--- src/rtl/txmode_pkg.sv ---
package txmode_pkg;

    typedef enum logic [3:0] {
        M_OFF     = 4'd0,
        M_START1  = 4'd1,
        M_START2  = 4'd2,
        M_TX1     = 4'd3,
        M_TX2     = 4'd4,
        M_CLKONLY = 4'd5,
        M_REGRST  = 4'd6,
        M_CFG1    = 4'd7,
        M_CFG2    = 4'd8
    } mode_t;

    typedef struct packed {
        logic osc;
        logic ctl;
        logic pll;
        logic clkdrv;
        logic pa;
    } blk_en_t;

    function automatic logic is_lock_mode(mode_t m);
        return (m == M_START2) || (m == M_CFG2);
    endfunction

    function automatic logic is_load_mode(mode_t m);
        return (m == M_START1) || (m == M_CFG1);
    endfunction

endpackage

--- src/rtl/cycle_meter.sv ---
module cycle_meter #(
    parameter int LIMIT = 1280
) (
    input  logic clk,
    input  logic rst,
    input  logic clear,
    input  logic armed,
    output logic hit
);
    localparam int CW = (LIMIT > 1) ? $clog2(LIMIT) : 1;
    localparam logic [CW-1:0] LAST = CW'(LIMIT - 1);

    logic [CW-1:0] cnt_q;

    always_ff @(posedge clk) begin
        if (rst || clear) begin
            cnt_q <= '0;
        end else if (armed && (cnt_q != LAST)) begin
            cnt_q <= cnt_q + 1'b1;
        end
    end

    assign hit = armed && (cnt_q == LAST);


    meter_clear_chk: assert property (@(posedge clk) disable iff (rst)
        clear |=> !hit);

endmodule

--- src/rtl/mode_decode.sv ---
module mode_decode
    import txmode_pkg::*;
(
    input  mode_t   mode,
    input  logic    clk_bit,
    output blk_en_t blk
);
    blk_en_t base;

    always_comb begin
        base = '0;
        case (mode)
            M_START1:                   base = '{osc: 1'b1, ctl: 1'b1, pll: 1'b0, clkdrv: 1'b0, pa: 1'b0};
            M_START2:                   base = '{osc: 1'b1, ctl: 1'b1, pll: 1'b1, clkdrv: 1'b0, pa: 1'b0};
            M_TX1, M_CFG2:              base = '{osc: 1'b1, ctl: 1'b1, pll: 1'b1, clkdrv: 1'b1, pa: 1'b0};
            M_TX2:                      base = '{osc: 1'b1, ctl: 1'b1, pll: 1'b1, clkdrv: 1'b1, pa: 1'b1};
            M_CLKONLY, M_REGRST, M_CFG1: base = '{osc: 1'b1, ctl: 1'b1, pll: 1'b0, clkdrv: 1'b1, pa: 1'b0};
            default:                    base = '0;
        endcase
    end

    always_comb begin
        blk        = base;
        blk.clkdrv = base.clkdrv & clk_bit;
    end

endmodule

--- src/rtl/txmode_ctrl.sv ---
module txmode_ctrl
    import txmode_pkg::*;
#(
    parameter int LOCK_CYCLES      = 1280,
    parameter int RESET_MIN_CYCLES = 130
) (
    input  logic       clk,
    input  logic       rst,
    input  logic       en_i,
    input  logic       data_i,
    input  logic       xtal_ready_i,
    input  logic       part_done_i,
    input  logic       full_done_i,
    input  logic       clk_only_i,
    input  logic       ask_sel_i,
    input  logic       clk_drv_bit_i,
    output logic       osc_en_o,
    output logic       ctl_en_o,
    output logic       pll_en_o,
    output logic       clkdrv_en_o,
    output logic       pa_en_o,
    output logic [3:0] mode_o
);
    mode_t   state_q, state_d;
    logic    frame_q, frame_seen;
    logic    lock_hit, guard_done;
    blk_en_t blk;

    assign frame_seen = frame_q | full_done_i;

    always_ff @(posedge clk) begin
        if (rst || (state_q == M_OFF) || (state_q == M_REGRST)) begin
            frame_q <= 1'b0;
        end else if (full_done_i) begin
            frame_q <= 1'b1;
        end
    end

    cycle_meter #(.LIMIT(LOCK_CYCLES)) u_lock (
        .clk   (clk),
        .rst   (rst),
        .clear (!is_lock_mode(state_q)),
        .armed (is_lock_mode(state_q) && frame_seen && xtal_ready_i),
        .hit   (lock_hit)
    );

    cycle_meter #(.LIMIT(RESET_MIN_CYCLES)) u_guard (
        .clk   (clk),
        .rst   (rst),
        .clear (state_q != M_REGRST),
        .armed (state_q == M_REGRST),
        .hit   (guard_done)
    );

    always_comb begin
        state_d = state_q;
        if (!en_i) begin
            if (!data_i) begin
                state_d = M_OFF;
            end else if (state_q != M_OFF) begin
                state_d = M_REGRST;
            end
        end else begin
            case (state_q)
                M_OFF: begin
                    if (!data_i) state_d = M_START1;
                end
                M_START1, M_CFG1: begin
                    if (part_done_i && !clk_only_i) begin
                        state_d = (state_q == M_START1) ? M_START2 : M_CFG2;
                    end else if (frame_seen && clk_only_i && xtal_ready_i) begin
                        state_d = M_CLKONLY;
                    end
                end
                M_START2, M_CFG2: begin
                    if (lock_hit) state_d = M_TX1;
                end
                M_TX1: begin
                    if (!ask_sel_i || data_i) state_d = M_TX2;
                end
                M_TX2: begin
                    if (ask_sel_i && !data_i) state_d = M_TX1;
                end
                M_REGRST: begin
                    if (!data_i) state_d = guard_done ? M_CFG1 : M_OFF;
                end
                default: state_d = state_q;
            endcase
        end
    end

    always_ff @(posedge clk) begin
        if (rst) state_q <= M_OFF;
        else     state_q <= state_d;
    end

    mode_decode u_dec (
        .mode    (state_q),
        .clk_bit (clk_drv_bit_i),
        .blk     (blk)
    );

    assign osc_en_o    = blk.osc;
    assign ctl_en_o    = blk.ctl;
    assign pll_en_o    = blk.pll;
    assign clkdrv_en_o = blk.clkdrv;
    assign pa_en_o     = blk.pa;
    assign mode_o      = state_q;


    idle_off_chk: assert property (@(posedge clk) disable iff (rst)
        (!en_i && !data_i) |=> (state_q == M_OFF));


    regrst_entry_chk: assert property (@(posedge clk) disable iff (rst)
        (!en_i && data_i && state_q != M_OFF) |=> (state_q == M_REGRST));


    short_reset_chk: assert property (@(posedge clk) disable iff (rst)
        (state_q == M_REGRST && en_i && !data_i && !guard_done) |=> (state_q == M_OFF));


    early_lock_chk: assert property (@(posedge clk) disable iff (rst)
        (is_lock_mode(state_q) && en_i && !lock_hit) |=> $stable(state_q));


    pa_tx2_chk: assert property (@(posedge clk) disable iff (rst)
        pa_en_o |-> (state_q == M_TX2));


    clkdrv_bit_chk: assert property (@(posedge clk) disable iff (rst)
        clkdrv_en_o |-> clk_drv_bit_i);

endmodule

--- config.mk ---
export PLATFORM = sky130hd
export DESIGN_NAME = txmode_ctrl
export DESIGN_NICKNAME = d
export VERILOG_FILES = /design/src/rtl/txmode_pkg.sv /design/src/rtl/cycle_meter.sv /design/src/rtl/mode_decode.sv /design/src/rtl/txmode_ctrl.sv
export SDC_FILE = /design/constraint.sdc
export NUM_CORES = 1
export LEC_CHECK = 0
export BUFFER_PORTS_ARGS = -buffer_cell sky130_fd_sc_hd__buf_2
export CAP_MARGIN = 5
export CORE_MARGIN = 2
export CORE_UTILIZATION = 35
export DETAILED_ROUTE_END_ITERATION = 12
export PLACE_DENSITY = 0.63
export REMOVE_ABC_BUFFERS = 1
export SLEW_MARGIN = 20
export SYNTH_ARGS = -nofsm -noshare
export SYNTH_HDL_FRONTEND = slang
export SYNTH_HIERARCHICAL = 1
export SYNTH_SLANG_ARGS = --single-unit
export TNS_END_PERCENT = 5
--- constraint.sdc ---
create_clock -name clk -period 5.2 [get_ports clk]
set_input_delay 0.52 -clock clk [delete_from_list [all_inputs] [get_ports clk]]
set_output_delay 0.52 -clock clk [all_outputs]
set_load 0.03 [all_outputs]
==> results list <==
- The run finished with clean final reports.
- Overall via count from detail_route: 1546
- The worst setup path is launched from a flip-flop.
- Total length of routed wires: 3540 um
* Ordered cell list for the critical path: xor2_1 > nand3_1 > nor2_1 > inv_1 > nor4_1 > nand2b_1 > o2111ai_1 > o2111a_1 > nor3b_1 > o32ai_1
- Filler Cells Inserted: 497
* Total congestion overflow: 0
- N_diodes: 0
- Share of total power in combinational logic: 0.287
- Area of the core region: 4630 um2
- Post-Place Setup Slack: 2230 ps
- Post-synthesis area per instance: 8.10 um2
* First drt pass iteration count: 4
- Power share of the clock group: 0.271
- In this run the worst hold path is classified as reg -> reg.
- CTS built an H-tree with a depth of 1.
- RSZ-0062 raised after global routing: false
* # clock sinks: 24
- Biggest fanout along the worst timing path: 22
- Insertion delay of the later-clocked pin in the worst-skew pair: 260 ps
- 19 I/O pins were placed.
- Worst setup path class: reg -> reg
- The number of slew-limit violations in the final report was 0.
- Drt drc: 0
- STA puts the critical path data arrival time at 3160 ps.
- The number of global-route vias before repair was 1360.
- Fin. Hold Viols: 0
- Net switching power figure: 0.163 mW
- CTS placed an instance of sky130_fd_sc_hd__clkbuf_8 at the clock tree root.
- In the final layout, the multi-input gates occupy 1090 um2.
* Clock transition at path regs: 90 ps
- Full die area: 5290 um2
- Detailed placement finished with a half-perimeter wire length of 2620 um.
- The number of antenna violations at the first check in global routing was 0.
- For this run, the leading register cell type out of synthesis is sky130_fd_sc_hd__dfxtp_1.
* Launching instance or port of the critical path: mode_o[3]$_SDFFE_PP0P_
- For this configuration, the core starts out at a cell density of 0.357.
* CP max stage delay: 790 ps
* Post-synth EDFFs: 0
* Width of the die: 72.7 um
* Peak ir drop on the vdd network: 0.101 mV
- Subtracting the final worst setup slack from the clock period gives 3010 ps.
- Of the total power, the share spent switching nets is 0.345.
- From bottom edge to top edge, the die measures 72.7 um.
* Reg power frac: 0.442
- After synthesis, the share of flip-flops with an asynchronous set or reset is 0.
- In this run, the number of DRC markers left after iteration 0 of detailed routing was 129.
- Across the whole layout, storage elements account for 480 um2.
* Sum of negative setup slack: 0 ps
- Of the available clock period, the critical path in the final layout requires 0.578.
- Buffers placed on the I/O ports in this run total 18.
* Fraction of final layout cells sized beyond drive strength 1: 0.171
* Worst slew pin tran: 718 ps
- Setup violations remaining at the end of the flow were counted as 0.
- Synthesized area: 1650 um2
* Critical-path top delay cell: sky130_fd_sc_hd__dfxtp_1
- The startpoint identified for the worst register-to-register timing path is mode_o[3]$_SDFFE_PP0P_.
* Vias per cell: 5.70
- Inserted Clock Buffers: 3
* Share of the yosys chip area belonging to registers: 0.291
- The floorplan has 25 rows.
- Final RePlAce weighted congestion: 0.843
- Post-synthesis instance total: 204
- Total power divided by cell area: 259 nW/um2
* Resized Gates After CTS: 0
* Per-cell routed wire length: 13.1 um
- STA puts the critical path data required time at 5350 ps.
- STA classifies the critical path endpoint as a flip-flop.
- Setup slack on the critical path of the routed design comes to 2190 ps.
- For this run, the post-layout net count is 231.
- Maximum number of pins on one net before global-route repair: 23
- Number of buffers on the longest clock path: 2
* CTS tree: built
- In this run, distinct cell masters in the synthesized netlist total 61.
- Static timing analysis puts the maximum clock frequency at 332 MHz.
- Number of buffers inserted for hold repair after clock tree synthesis: 0
- Internal power comes to 0.308 mW.
- Global-route wire length before repair: 6030 um
- Layout overhead on the synthesized area: 10.1%
- Across the routed clock network, the largest skew measured is 2.13 ps.
* Leakage power of the design: 0.614 nW
- After clock tree synthesis, the setup repair step added 0 buffers.
* Synthesis warning total: 6
- The design draws 0.471 mW.
- Post-route ant nets: 0
- After synthesis the netlist holds a flip-flop and latch count of 24.
- Launch instance of the worst min-delay path: u_guard/cnt_q[7]$_SDFFE_PP0P_
- Worst hold slack after final layout: 495 ps
* Overall global routing resource usage: 0.140
* Maximum capacitance violations: 0
- In this run the tightest slew margin relative to its limit is 0.521.
layout make-up:
type                    instances  area share
multi-input cells             160       0.597
clock buffers                   4      0.0302
well taps                      54      0.0371
inverters                      11      0.0227
repair buffers                 18      0.0495
flip-flops and latches         24       0.264
routing by layer:
metal / up-vias / wire length (um) / track usage
met2: 19 / 1640 / 0.222
li1: 817 / - / -
met4: 0 / 25 / 0.0370
met5: - / 0 / 0
met1: 708 / 1770 / 0.202
met3: 2 / 96 / 0.0166
worst max-delay path: cells and delay by family (launching register included):
family / cells / cell delay, ps
compound gates: 3 / 480
simple gates: 5 / 1320
buf+inv: 1 / 120
xor+xnor: 1 / 190
flops: 1 / 790
flip-flops by register name, summed over array words and instances (netlist names):
register / count
mode_o: 4
u_lock/cnt_q: 11
frame_q: 1
u_guard/cnt_q: 8
cells in the mapped netlist (all sizes together), types with 4 or more instances:
library cell  instances  area share
nor3                  4       0.015
o211ai                6       0.027
or2                   4       0.015
nor4b                 4       0.029
buf                   6       0.020
a21oi                15       0.045
nand4                 7       0.030
nand3                 8       0.027
a211oi                6       0.027
dfxtp                24        0.29
nand2                14       0.032
o21ai                12       0.036
nor2b                 5       0.019
nor3b                 4       0.021
or4                   4       0.020
inv                  11       0.025
nor2                 11       0.025
a31oi                 7       0.026
power groups by stage:
stage / clock network (mW) / logic (mW) / registers [mW]
after floorplan: 0 / 0.0959 / 0.216
after global placement: 0 / 0.135 / 0.213
after detailed placement: 0 / 0.136 / 0.213
after CTS: 0.134 / 0.136 / 0.209
after global routing: 0.140 / 0.149 / 0.211
final: 0.128 / 0.135 / 0.208
kinds of logic (layout without fill, tap and decap cells):
| group | after synthesis | count (layout) | synth area share |
|---|---|---|---|
| buffers and inverters | 20 | 33 | 0.0522 |
| adder cells (fa/ha/maj) | 3 | 3 | 0.0227 |
| multiplexers | 2 | 2 | 0.0129 |
| XOR/XNOR | 5 | 5 | 0.0265 |
| AO/OA/AOI/OAI | 65 | 65 | 0.268 |
| flip-flops | 24 | 24 | 0.291 |
| AND/OR/NAND/NOR | 85 | 85 | 0.327 |
metrics by stage:
stage | utilization | cells | cell area (um2)
floorplan | - | 195 | 1610
finish | 0.393 | 271 | 1820
global placement | 0.381 | 267 | 1770
CTS | 0.393 | 271 | 1820
detailed placement | 0.381 | 267 | 1770
global route | 0.393 | 271 | 1820
placed cells by master (no fill, tap or decap), types with 5 or more instances in the layout:
| cell type | n |
|---|---|
| sky130_fd_sc_hd__nand3_1 | 7 |
| sky130_fd_sc_hd__a21oi_1 | 15 |
| sky130_fd_sc_hd__a31oi_1 | 7 |
| sky130_fd_sc_hd__o21ai_0 | 12 |
| sky130_fd_sc_hd__nand2_1 | 14 |
| sky130_fd_sc_hd__o211ai_1 | 6 |
| sky130_fd_sc_hd__nor2_1 | 11 |
| sky130_fd_sc_hd__a211oi_1 | 6 |
| sky130_fd_sc_hd__dfxtp_1 | 24 |
| sky130_fd_sc_hd__buf_2 | 18 |
| sky130_fd_sc_hd__inv_1 | 10 |
| sky130_fd_sc_hd__nand4_1 | 6 |
| sky130_fd_sc_hd__nor2b_1 | 5 |
final timing paths:
check                             endpoint  slack [ps]  cells past startpoint
max                 mode_o[0]$_SDFFE_PP0P_        2190                     10
min          u_guard/cnt_q[7]$_SDFFE_PP0P_         490                      2
max reg2reg         mode_o[0]$_SDFFE_PP0P_        2190                     10
min reg2reg  u_guard/cnt_q[7]$_SDFFE_PP0P_         490                      2
Power figures use the tool's default switching activity.
